$ cat src/rtl/rtc_tick_prescaler.sv
module rtc_tick_prescaler #(
  parameter int SUB_W       = 9,
  parameter int DIV_32K     = 64,
  parameter int DIV_32K0_LO = 62,
  parameter int DIV_38K     = 75
)(
  input  logic             clk_ref,
  input  logic             rst_n,
  input  logic [1:0]       freq_sel,
  input  logic             run_en,
  output logic             tick_1hz,
  output logic [SUB_W-1:0] tick_pow2
);

  localparam int DIV_HI  = DIV_32K0_LO + 1;
  localparam int MAX_AB  = (DIV_32K > DIV_HI) ? DIV_32K : DIV_HI;
  localparam int DIV_MAX = (DIV_38K > MAX_AB) ? DIV_38K : MAX_AB;
  localparam int BASE_W  = $clog2(DIV_MAX);

  localparam logic [BASE_W-1:0] LAST_A  = BASE_W'(DIV_32K - 1);
  localparam logic [BASE_W-1:0] LAST_B0 = BASE_W'(DIV_32K0_LO - 1);
  localparam logic [BASE_W-1:0] LAST_B1 = BASE_W'(DIV_HI - 1);
  localparam logic [BASE_W-1:0] LAST_C  = BASE_W'(DIV_38K - 1);

  logic [BASE_W-1:0] base_cnt;
  logic [BASE_W-1:0] last_cnt;
  logic [SUB_W-1:0]  sub_cnt;
  logic [SUB_W-1:0]  pow2_hit;
  logic [1:0]        sel_q;
  logic              odd_q;
  logic              restart;
  logic              base_hit;
  logic              one_hit;

  always_comb begin
    case (freq_sel)
      2'd1:    last_cnt = odd_q ? LAST_B1 : LAST_B0;
      2'd2:    last_cnt = LAST_C;
      default: last_cnt = LAST_A;
    endcase
  end

  assign restart  = !run_en || (freq_sel != sel_q);
  assign base_hit = !restart && (base_cnt == last_cnt);
  assign one_hit  = base_hit && (&sub_cnt);

  for (genvar i = 0; i < SUB_W; i++) begin : g_tap
    localparam logic [SUB_W-1:0] MASK = SUB_W'((1 << (SUB_W - 1 - i)) - 1);
    assign pow2_hit[i] = base_hit && ((sub_cnt & MASK) == MASK);
  end

  always_ff @(posedge clk_ref or negedge rst_n) begin
    if (!rst_n) begin
      sel_q     <= 2'd0;
      base_cnt  <= '0;
      sub_cnt   <= '0;
      odd_q     <= 1'b0;
      tick_1hz  <= 1'b0;
      tick_pow2 <= '0;
    end else begin
      sel_q     <= freq_sel;
      tick_1hz  <= one_hit;
      tick_pow2 <= pow2_hit;
      if (restart) begin
        base_cnt <= '0;
        sub_cnt  <= '0;
        odd_q    <= 1'b0;
      end else if (base_hit) begin
        base_cnt <= '0;
        sub_cnt  <= sub_cnt + 1'b1;
        odd_q    <= !odd_q;
      end else begin
        base_cnt <= base_cnt + 1'b1;
      end
    end
  end

endmodule

$ cat config.mk
export PLATFORM = sky130hd
export DESIGN_NAME = rtc_tick_prescaler
export DESIGN_NICKNAME = d
export VERILOG_FILES = /design/src/rtl/rtc_tick_prescaler.sv
export SDC_FILE = /design/constraint.sdc
export NUM_CORES = 1
export LEC_CHECK = 0
export BUFFER_PORTS_ARGS = -buffer_cell sky130_fd_sc_hd__buf_2
export CAP_MARGIN = 10
export CORE_MARGIN = 5
export CORE_UTILIZATION = 40
export DETAILED_ROUTE_END_ITERATION = 10
export PLACE_DENSITY_LB_ADDON = 0.08
export SETUP_SLACK_MARGIN = 0.02
export SYNTH_ARGS = -nofsm -noshare
export SYNTH_HDL_FRONTEND = slang
export SYNTH_SLANG_ARGS = --single-unit
export TNS_END_PERCENT = 5
$ cat constraint.sdc
create_clock -name clk_ref -period 2.4 [get_ports clk_ref]
set_clock_uncertainty 0.05 [all_clocks]
set_input_delay 0.12 -clock clk_ref [delete_from_list [all_inputs] [get_ports clk_ref]]
set_output_delay 0.12 -clock clk_ref [all_outputs]
set_load 0.05 [all_outputs]
==> results of run 1 <==
==> flip-flops by register name, indices dropped and copies added, names as in the netlist <==
register,flops
sel_q,2
sub_cnt,9
base_cnt,7
tick_pow2,9
tick_1hz,1
odd_q,1
==> metrics by stage <==
| step | std cells | hold slack, ns | utilization | area [um2] |
|---|---|---|---|---|
| 2_1_floorplan | 128 | -0.2256 | - | 1449 |
| 3_3_place_gp | 185 | 0.1269 | 0.4553 | 1555 |
| 3_5_place_dp | 185 | 0.1337 | 0.4553 | 1555 |
| 4_1_cts | 196 | 0.1683 | 0.4791 | 1637 |
| 5_1_grt | 196 | 0.1955 | 0.4791 | 1637 |
| 6_report | 196 | 0.1836 | 0.4791 | 1637 |
==> per-layer routing <==
metal | routed length [um] | track usage | up-vias
met5 | 0 | 0 | -
met4 | 60 | 0.05106 | 0
met3 | 165 | 0.05308 | 8
met2 | 1090 | 0.1647 | 19
met1 | 1224 | 0.1623 | 469
li1 | - | - | 494
==> kinds of logic after synthesis <==
kind of cell / after synthesis / synth area share
XOR/XNOR: 8 / 0.04836
buffers and inverters: 8 / 0.03541
adder cells (fa/ha/maj): 7 / 0.06045
multiplexers: 11 / 0.07686
AO/OA/AOI/OAI: 3 / 0.02418
AND/OR/NAND/NOR: 62 / 0.2539
flip-flops: 29 / 0.5009
==> final cells by class <==
cell class,count,area share
Sequential cell,29,0.4434
Multi-Input combinational cell,91,0.4106
Timing Repair Buffer,20,0.07492
Tap cell,46,0.03517
Clock buffer,6,0.02523
Clock inverter,2,0.006116
Inverter,2,0.004587
==> power by group through the flow <==
stage                     registers [uW]  logic (uW)  clock network (uW)
after floorplan                      503        29.3                   0
after global placement               504        47.5                   0
after detailed placement             504        50.0                   0
after CTS                            494        53.7                 291
after global routing                 495        61.9                 315
final                                494        52.1                 275
==> worst paths after layout <==
check / slack, ns / to
max in group asynchronous: 1.59 / base_cnt[1]
worst min-delay path: 0.18 / base_cnt[2]
worst max register to register: 0.54 / tick_pow2[1]
min in group asynchronous: 0.29 / tick_pow2[6]
worst max-delay path: 0.17 / tick_pow2[1]
worst min register to register: 0.48 / base_cnt[0]
==> placed cells by master, fill, tap and decap left out, types with 2 or more instances in the layout <==
cell type | Yosys | layout
and2_1 | 2 | 2
and3_1 | 12 | 12
and3_2 | 3 | 3
buf_2 | 1 | 14
buf_4 | 0 | 3
clkbuf_4 | 0 | 5
clkinv_2 | 0 | 2
dfrtp_1 | 29 | 29
dlygate4sd3_1 | 0 | 3
ha_1 | 7 | 7
inv_1 | 2 | 2
mux2i_1 | 10 | 10
nand2_1 | 16 | 16
nand2b_1 | 6 | 6
nand3_1 | 3 | 3
nand4_1 | 3 | 3
nor3_1 | 6 | 6
nor4_1 | 4 | 4
xnor2_1 | 5 | 5
xor2_1 | 3 | 3
==> critical path, delay by kind of cell <==
kind                       cells  cell delay (ns)
xor gates and xnor gates       1             0.16
buffers and inverters          4             0.96
and+or+nand+nor                2             0.52
adders and majority gates      1             0.29
AOI/OAI and AO/OA              1             0.38
==> run metrics, run 1 <==
layout cell share with drive strength beyond 1=0.2067; Worst R2R Path Depth=5; Final Wtd Congestion=0.7414; PostCTS Resize Cnt=0; Starting Density=0.4242; #FFs+latches synth=29; worst setup path category=in -> reg; Lkg Pwr=0.0007899 uW; die area=0.004926 mm2; min Tclk post-route=2.230 ns; Post-synth top cells=29 x dfrtp_1, 16 x nand2_1, 12 x and3_1, 10 x mux2i_1, 7 x ha_1; Critical Path End Type=flop; switching share of power=0.2444; Clk pin slew, worst setup/hold paths=~0.09 ns; Synth top area share=0.5009; Post-synth ARST share=1.000; post-route antenna net violation count=0; CP startpoint kind=input port; fill cell total of the finished layout=325; CTS tree=done; arrival time worst endpoint=2.45 ns; first-pass GRT wire length=around 4600 um; clk root buf=clkbuf_4; hold buffers post-CTS=3; worst slack at placement=0.3699 ns; Hold Crit Depth=3; launch point of the worst reg-to-reg path=odd_q; clock latency on the worst-skew pair=0.32 ns; synthesis-to-layout area growth=12.95%; largest stage delay on the critical path=0.52 ns; Critical Path RT=2.62 ns; area of the multi-input gates=between 600 and 700 um2; RSZ-0062 raised after global routing=false; DRC=0; clock buffer count from CTS=5; Pre-antenna DRT Iters=4; Gate power share=0.063; Worst Setup SP=freq_sel[0]; Yosys top cell by area=dfrtp_1; number of global-route vias before repair=961; worst setup margin=around 0.17 ns; Min-Delay Path Class=in -> reg; All-Layer GR Usage=0.1199; worst hold start=run_en; Synth area leaders=dfrtp_1 50%, mux2i_1 6.9%, ha_1 6.0%, and3_1 5.2%, nand2_1 4.1%; Die Width=roughly 70 um; mean post-synth cell area=11.32 um2; Vias per Instance=5.051; Setup Fix Bufs, Post-CTS=0; register area=~730 um2; DP HPWL=1856 um; Total Wirelength=2541 um; Switch Pwr=between 200 and 250 uW; Max Cap Violations=0; register share of total power=0.601; total power=~820 uW; CTS max path bufs=2; fin. max-slew vios=0; maximum vdd drop=about 0.00023 V; PwrDens=502.0 mW/mm2; port bufs=14; final setup vio count=0; Antenna diodes=0; Worst Path Max Fanout=15; final hold violation count=0; Synth Cell Area=0.001449 mm2; IO Pins=15; Warnings, synthesis=0; Post-synth EDFFs=0; initial antenna violation count=0; average routed wire per standard cell=12.96 um; Iteration-0 DRC Markers=47; Top FF cell, synth=dfrtp_1; Slew @ Worst Pin=0.6347 ns; cell count after synthesis=128; register area share after synthesis=0.5009; core area=around 0.0034 mm2; Vias=990; fin crit share=0.9290; top-count cell post-synth=dfrtp_1; num rows=21; Layout Nets=161; Cell Chain, Critical Path=dlygate4sd3_1, buf_2, inv_1, ha_1, xor2_1, o311a_1, nor4b_4, buf_4, and4_2; Peak Freq=448.5 MHz; Internal Pwr Total=620.7 uW; htree depth=2; chip height=roughly 70 um; clk sinks=29; largest net degree at the start of global routing=30; status=finished clean; Netlist cell types=30; relative slew slack=0.5769; clock network power share=0.335; Setup TNS=0 ns; critical path's slowest cell=dlygate4sd3_1; Syn Nets=140; grt total ovfl=0
Power figures use the tool's default switching activity.
==> inputs of run 2 (changes only) <==
Settings changed: PLACE_DENSITY_LB_ADDON 0.08 to default.
Clock period 2.4 ns to 2.7 ns, I/O delays scaled along.
==> run metrics, run 2 (synthesized netlist as in run 1, its figures left out) <==
status=finished clean (unchanged); register area=725.7 um2 (unchanged); Layout Nets=159 (was 161); largest stage delay on the critical path=0.51 ns (was 0.52 ns); Iteration-0 DRC Markers=20 (was 47); Internal Pwr Total=549.7 uW (was 620.7 uW); biggest regs=sub_cnt (9), tick_pow2 (9), base_cnt (7) (unchanged); clk root buf=clkbuf_4 (unchanged); Critical Path End Type=flop (unchanged); DP HPWL=1787 um (was 1856 um); min Tclk post-route=approximately 2.5 ns; Critical Path RT=2.91 ns (was 2.62 ns); Clk pin slew, worst setup/hold paths=0.10 ns (was 0.09 ns); relative slew slack=0.4142 (was 0.5769); launch point of the worst reg-to-reg path=base_cnt[2] (was odd_q); Gate power share=0.061 (was 0.063); All-Layer GR Usage=0.1213 (was 0.1199); maximum vdd drop=0.0002228 V (was 0.0002346 V); WP buf/inv=4 (unchanged); register share of total power=0.598 (was 0.601); post-route antenna net violation count=0 (unchanged); number of global-route vias before repair=1030 (was 961); Area after DPL=0.001540 mm2 (was 0.001555 mm2); average routed wire per standard cell=12.74 um (was 12.96 um); die area=0.004926 mm2 (unchanged); fill cell total of the finished layout=328 (was 325); Slew @ Worst Pin=0.8786 ns (was 0.6347 ns); first-pass GRT wire length=4767 um (was 4629 um); Worst Hold Path EP=base_cnt[1] (was base_cnt[2]); Final Non-Filler Cells=194 (was 196); Hold Crit Depth=3 (unchanged); layout cell share with drive strength beyond 1=0.2027 (was 0.2067); critical path's slowest cell=dlygate4sd3_1 (unchanged); most frequent cells in the layout=29 x dfrtp_1, 16 x nand2_1, 14 x buf_2, 12 x and3_1, 10 x mux2i_1 (unchanged); worst hold start=run_en (unchanged); clk sinks=29 (unchanged); Vias=999 (was 990); hold buffers post-CTS=3 (unchanged); PwrDens=451.9 mW/mm2 (was 502.0 mW/mm2); final setup vio count=0 (unchanged); Final Wtd Congestion=0.7984 (was 0.7414); grt total ovfl=0 (unchanged); Starting Density=0.4242 (unchanged); Switch Pwr=184.7 uW (was 200.8 uW); arrival time worst endpoint=2.66 ns (was 2.45 ns); port bufs=14 (unchanged); core area=0.003416 mm2 (unchanged); Peak Freq=407.6 MHz; Pre-antenna DRT Iters=2 (was 4); PostCTS Resize Cnt=0 (unchanged); Min-Delay Path Class=in -> reg (unchanged); fin crit share=0.9088; clock latency on the worst-skew pair=0.33 ns (was 0.32 ns); flop2flop setup slack=0.57 ns (was 0.54 ns); largest net degree at the start of global routing=31 (was 30); Antenna diodes=0 (unchanged); area of the multi-input gates=671.9 um2 (unchanged); switching share of power=0.2515 (was 0.2444); Die Width=70.19 um (unchanged); Setup TNS=0 ns (unchanged); Worst Path Max Fanout=15 (unchanged); initial antenna violation count=0 (unchanged); clock network power share=0.341 (was 0.335); post-layout util=0.4758 (was 0.4791); clock buffer count from CTS=5 (unchanged); CTS tree=done (unchanged); design area=0.001625 mm2 (was 0.001637 mm2); chip height=70.19 um (unchanged); num rows=21 (unchanged); CTS max path bufs=2 (unchanged); synthesis-to-layout area growth=12.18% (was 12.95%); fin. max-slew vios=0 (unchanged); DRC=0 (unchanged); Max Cap Violations=0 (unchanged); Setup Fix Bufs, Post-CTS=0 (unchanged); placed cell count=183 (was 185); Lkg Pwr=0.0007782 uW (was 0.0007899 uW); Vias per Instance=5.149 (was 5.051); Cell Chain, Critical Path=dlygate4sd3_1, buf_2, inv_1, ha_1, xor2_1, o311a_1, nor4b_4, buf_4, mux2i_1 (was dlygate4sd3_1, buf_2, inv_1, ha_1, xor2_1, o311a_1, nor4b_4, buf_4, and4_2); R2R Path End=odd_q (was tick_pow2[1]); htree depth=2 (unchanged); IO Pins=15 (unchanged); critical path's top delay family=buffers and inverters (unchanged); Worst R2R Path Depth=5 (unchanged); most common cell after layout, fill and taps aside=dfrtp_1 (unchanged); Total Wirelength=2471 um (was 2541 um); worst setup path category=in -> reg (unchanged); final hold violation count=0 (unchanged); RSZ-0062 raised after global routing=false (unchanged); CP startpoint kind=input port (unchanged)
run 2: cell types whose count changed in the layout (fill, tap and decap cells not counted):
cell        change
buf_4           -2
clkbuf_1        -1
clkinvlp_4      +1
run 2: how the worst max path moves through the flow:
stage | from | to | cells after the start
6_report | freq_sel[0] | odd_q | 9
5_1_grt | freq_sel[0] | odd_q | 9
4_1_cts | freq_sel[0] | odd_q | 9
3_5_place_dp | freq_sel[0] | odd_q | 8
3_3_place_gp | freq_sel[0] | sub_cnt[1] | 8
2_1_floorplan | freq_sel[0] | odd_q | 7
run 2: worst min-delay path: cells and delay by family:
| family | cells | cell delay [ns] |
|---|---|---|
| buf+inv | 1 | 0.10 |
| simple gates | 2 | 0.28 |
run 2: per-layer routing:
metal / track usage / up-vias / wire (um)
met4: 0.05106 / 0 / 50
met1: 0.1512 / 485 / 1168
met2: 0.1847 / 17 / 1118
met3: 0.05022 / 6 / 133
li1: - / 491 / -
met5: 0 / - / 0
run 2: power by group through the flow:
stage | registers (uW) | logic, uW | clock network [uW]
2_1_floorplan | 447 | 26.1 | 0
3_3_place_gp | 448 | 40.6 | 0
3_5_place_dp | 448 | 42.5 | 0
4_1_cts | 439 | 45.9 | 264
5_1_grt | 440 | 52.8 | 289
6_report | 439 | 44.8 | 251
run 2: cell type report:
type,instances,share of cell area
multi-input combinational,91,0.4134
clock buffer,5,0.02309
sequential,29,0.4465
timing repair buffer,18,0.06620
clock inverter,3,0.01078
tap,46,0.03541
inverter,2,0.004619
run 2: through the flow:
| step | setup slack, ns | total power, uW | hold WS [ns] |
|---|---|---|---|
| floorplan | 0.9139 | 473.3 | -0.2106 |
| global placement | 0.4977 | 488.2 | 0.1358 |
| detailed placement | 0.4323 | 490.2 | 0.1396 |
| CTS | 0.2567 | 748.6 | 0.1770 |
| global route | 0.06807 | 781.0 | 0.2005 |
| finish | 0.2463 | 734.5 | 0.1869 |
==> inputs of run 3 (changes only) <==
Settings changed: REMOVE_ABC_BUFFERS from default to 1.
==> run metrics, run 3 (synthesized netlist as in run 1, its figures left out) <==
flop2flop setup slack=0.78 ns (was 0.57 ns); status=finished clean (unchanged); number of global-route vias before repair=923 (was 1030); clk root buf=clkbuf_4 (unchanged); fill cell total of the finished layout=330 (was 328); Iteration-0 DRC Markers=52 (was 20); chip height=70.19 um (unchanged); Min-Delay Path Class=in -> reg (unchanged); clk sinks=29 (unchanged); min Tclk post-route=2.266 ns (was 2.454 ns); Critical Path RT=2.92 ns (was 2.91 ns); Cell Chain, Critical Path=dlygate4sd3_1, buf_2, inv_1, ha_1, xor2_1, o311a_1, nor4b_4, buf_4, and4_2 (was dlygate4sd3_1, buf_2, inv_1, ha_1, xor2_1, o311a_1, nor4b_4, buf_4, mux2i_1); Clk pin slew, worst setup/hold paths=0.09 ns (was 0.10 ns); fin. max-slew vios=0 (unchanged); num rows=21 (unchanged); Setup TNS=0 ns (unchanged); busiest layer in global routing=met2 (unchanged); Critical Path End Type=flop (unchanged); port bufs=14 (unchanged); DP HPWL=1658 um (was 1787 um); IO Pins=15 (unchanged); final hold violation count=0 (unchanged); critical path's top delay family=buffers and inverters (unchanged); total power=787.8 uW (was 734.5 uW); Peak Freq=441.2 MHz (was 407.6 MHz); launch point of the worst reg-to-reg path=base_cnt[2] (unchanged); met3 usage=0.05595 (was 0.05022); DRC=0 (unchanged); most common cell after layout, fill and taps aside=dfrtp_1 (unchanged); first-pass GRT wire length=4229 um (was 4767 um); Worst Path Max Fanout=23 (was 15); fin crit share=0.8394 (was 0.9088); post-route antenna net violation count=0 (unchanged); die area=0.004926 mm2 (unchanged); RSZ-0062 raised after global routing=false (unchanged); biggest regs=sub_cnt (9), tick_pow2 (9), base_cnt (7) (unchanged); Vias=965 (was 999); average routed wire per standard cell=12.78 um (was 12.74 um); core area=0.003416 mm2 (unchanged); WP buf/inv=4 (unchanged); synthesis-to-layout area growth=13.73% (was 12.18%); Slew @ Worst Pin=0.6507 ns (was 0.8786 ns); Lkg Pwr=0.0007938 uW (was 0.0007782 uW); arrival time worst endpoint=2.49 ns (was 2.66 ns); clock buffer count from CTS=5 (unchanged); maximum vdd drop=0.0002353 V (was 0.0002228 V); layout cell share with drive strength beyond 1=0.2081 (was 0.2027); Total Wirelength=2493 um (was 2471 um); Worst Setup SP=freq_sel[0] (unchanged); grt total ovfl=0 (unchanged); CTS tree=done (unchanged); Antenna diodes=0 (unchanged); CTS max path bufs=2 (unchanged); relative slew slack=0.5662 (was 0.4142); met1 usage=0.1326 (was 0.1512); All-Layer GR Usage=0.1112 (was 0.1213); critical path's slowest cell=dlygate4sd3_1 (unchanged); CP startpoint kind=input port (unchanged); Worst path depth=9 (unchanged); largest net degree at the start of global routing=31 (unchanged); Worst R2R Path Depth=5 (unchanged); Layout Nets=160 (was 159); Critical Path Sink=tick_pow2[1] (was odd_q); most frequent cells in the layout=29 x dfrtp_1, 16 x nand2_1, 14 x buf_2, 12 x and3_1, 10 x mux2i_1 (unchanged); largest stage delay on the critical path=0.52 ns (was 0.51 ns); Starting Density=0.4242 (unchanged); worst setup path category=in -> reg (unchanged); PwrDens=478.1 mW/mm2 (was 451.9 mW/mm2); R2R Path End=tick_pow2[1] (was odd_q); grt met2 use=0.1700 (was 0.1847); final setup vio count=0 (unchanged); Final Wtd Congestion=0.7324 (was 0.7984); htree depth=2 (unchanged); Die Width=70.19 um (unchanged); Max Cap Violations=0 (unchanged); initial antenna violation count=0 (unchanged); clock latency on the worst-skew pair=0.33 ns (about the same); Pre-antenna DRT Iters=4 (was 2); Vias per Instance=4.949 (was 5.149); PostCTS Resize Cnt=0 (unchanged)
run 3: cell count changes in the layout (fill, tap and decap cells not counted), sizes merged:
cell,change
clkbuf,+2
buf,+1
clkinv,-1
clkinvlp,-1
run 3: area by class of cell:
type / count / area [um2] / share of cell area
well taps: 46 / 57.56 / 0.03493
flip-flops and latches: 29 / 725.7 / 0.4404
clock buffers: 7 / 65.06 / 0.03948
repair buffers: 19 / 115.1 / 0.06986
inverters: 2 / 7.507 / 0.004556
multi-input cells: 91 / 671.9 / 0.4077
clock inverters: 1 / 5.005 / 0.003037
run 3: routing by layer:
metal | vias up | part of all wire | wire length [um]
li1 | 493 | - | -
met1 | 452 | 0.47 | 1184
met2 | 15 | 0.45 | 1126
met3 | 5 | 0.054 | 134
met4 | 0 | 0.019 | 48
met5 | - | 0 | 0
run 3: power breakdown:
part	total (uW)	switching [uW]	leakage, uW	internal [uW]
registers	439	2.39	0.000400	437
logic	46.4	30.1	0.000352	16.2
clock network	302	152	0.0000413	151
total	788	184	0.000794	604
run 3: metrics by stage:
stage | area [um2] | hold slack (ns) | setup slack [ns] | std cells | util
final | 1648 | 0.2000 | 0.4336 | 195 | 0.4824
after detailed placement | 1548 | 0.1541 | 0.6205 | 184 | 0.4531
after floorplan | 1405 | -0.2106 | 0.5084 | 122 | -
after global placement | 1548 | 0.1435 | 0.6665 | 184 | 0.4531
after global routing | 1648 | 0.2585 | 0.2952 | 195 | 0.4824
after CTS | 1648 | 0.1848 | 0.4376 | 195 | 0.4824
run 3: timing repair:
action                    4_1_cts  5_1_grt
buffers inserted                0        0
hold endpoints to repair       31        0
hold buffers                    3        0
run 3: worst register-to-register path, delay by kind of cell (launching register included):
family | cells | cell delay, ns
AO/OA/AOI/OAI | 1 | 0.22
flip-flops | 1 | 0.43
AND/OR/NAND/NOR | 3 | 0.86
buffers and inverters | 1 | 0.31
run 3: how the worst min path moves through the flow:
| stage | startpoint | end | slack (ns) | cells past startpoint |
|---|---|---|---|---|
| floorplan | rst_n | base_cnt[0] | -0.21 | 0 |
| global placement | rst_n | tick_pow2[3] | 0.14 | 1 |
| detailed placement | rst_n | sub_cnt[0] | 0.15 | 1 |
| CTS | run_en | base_cnt[3] | 0.18 | 3 |
| global route | run_en | base_cnt[3] | 0.26 | 3 |
| finish | run_en | base_cnt[3] | 0.20 | 3 |
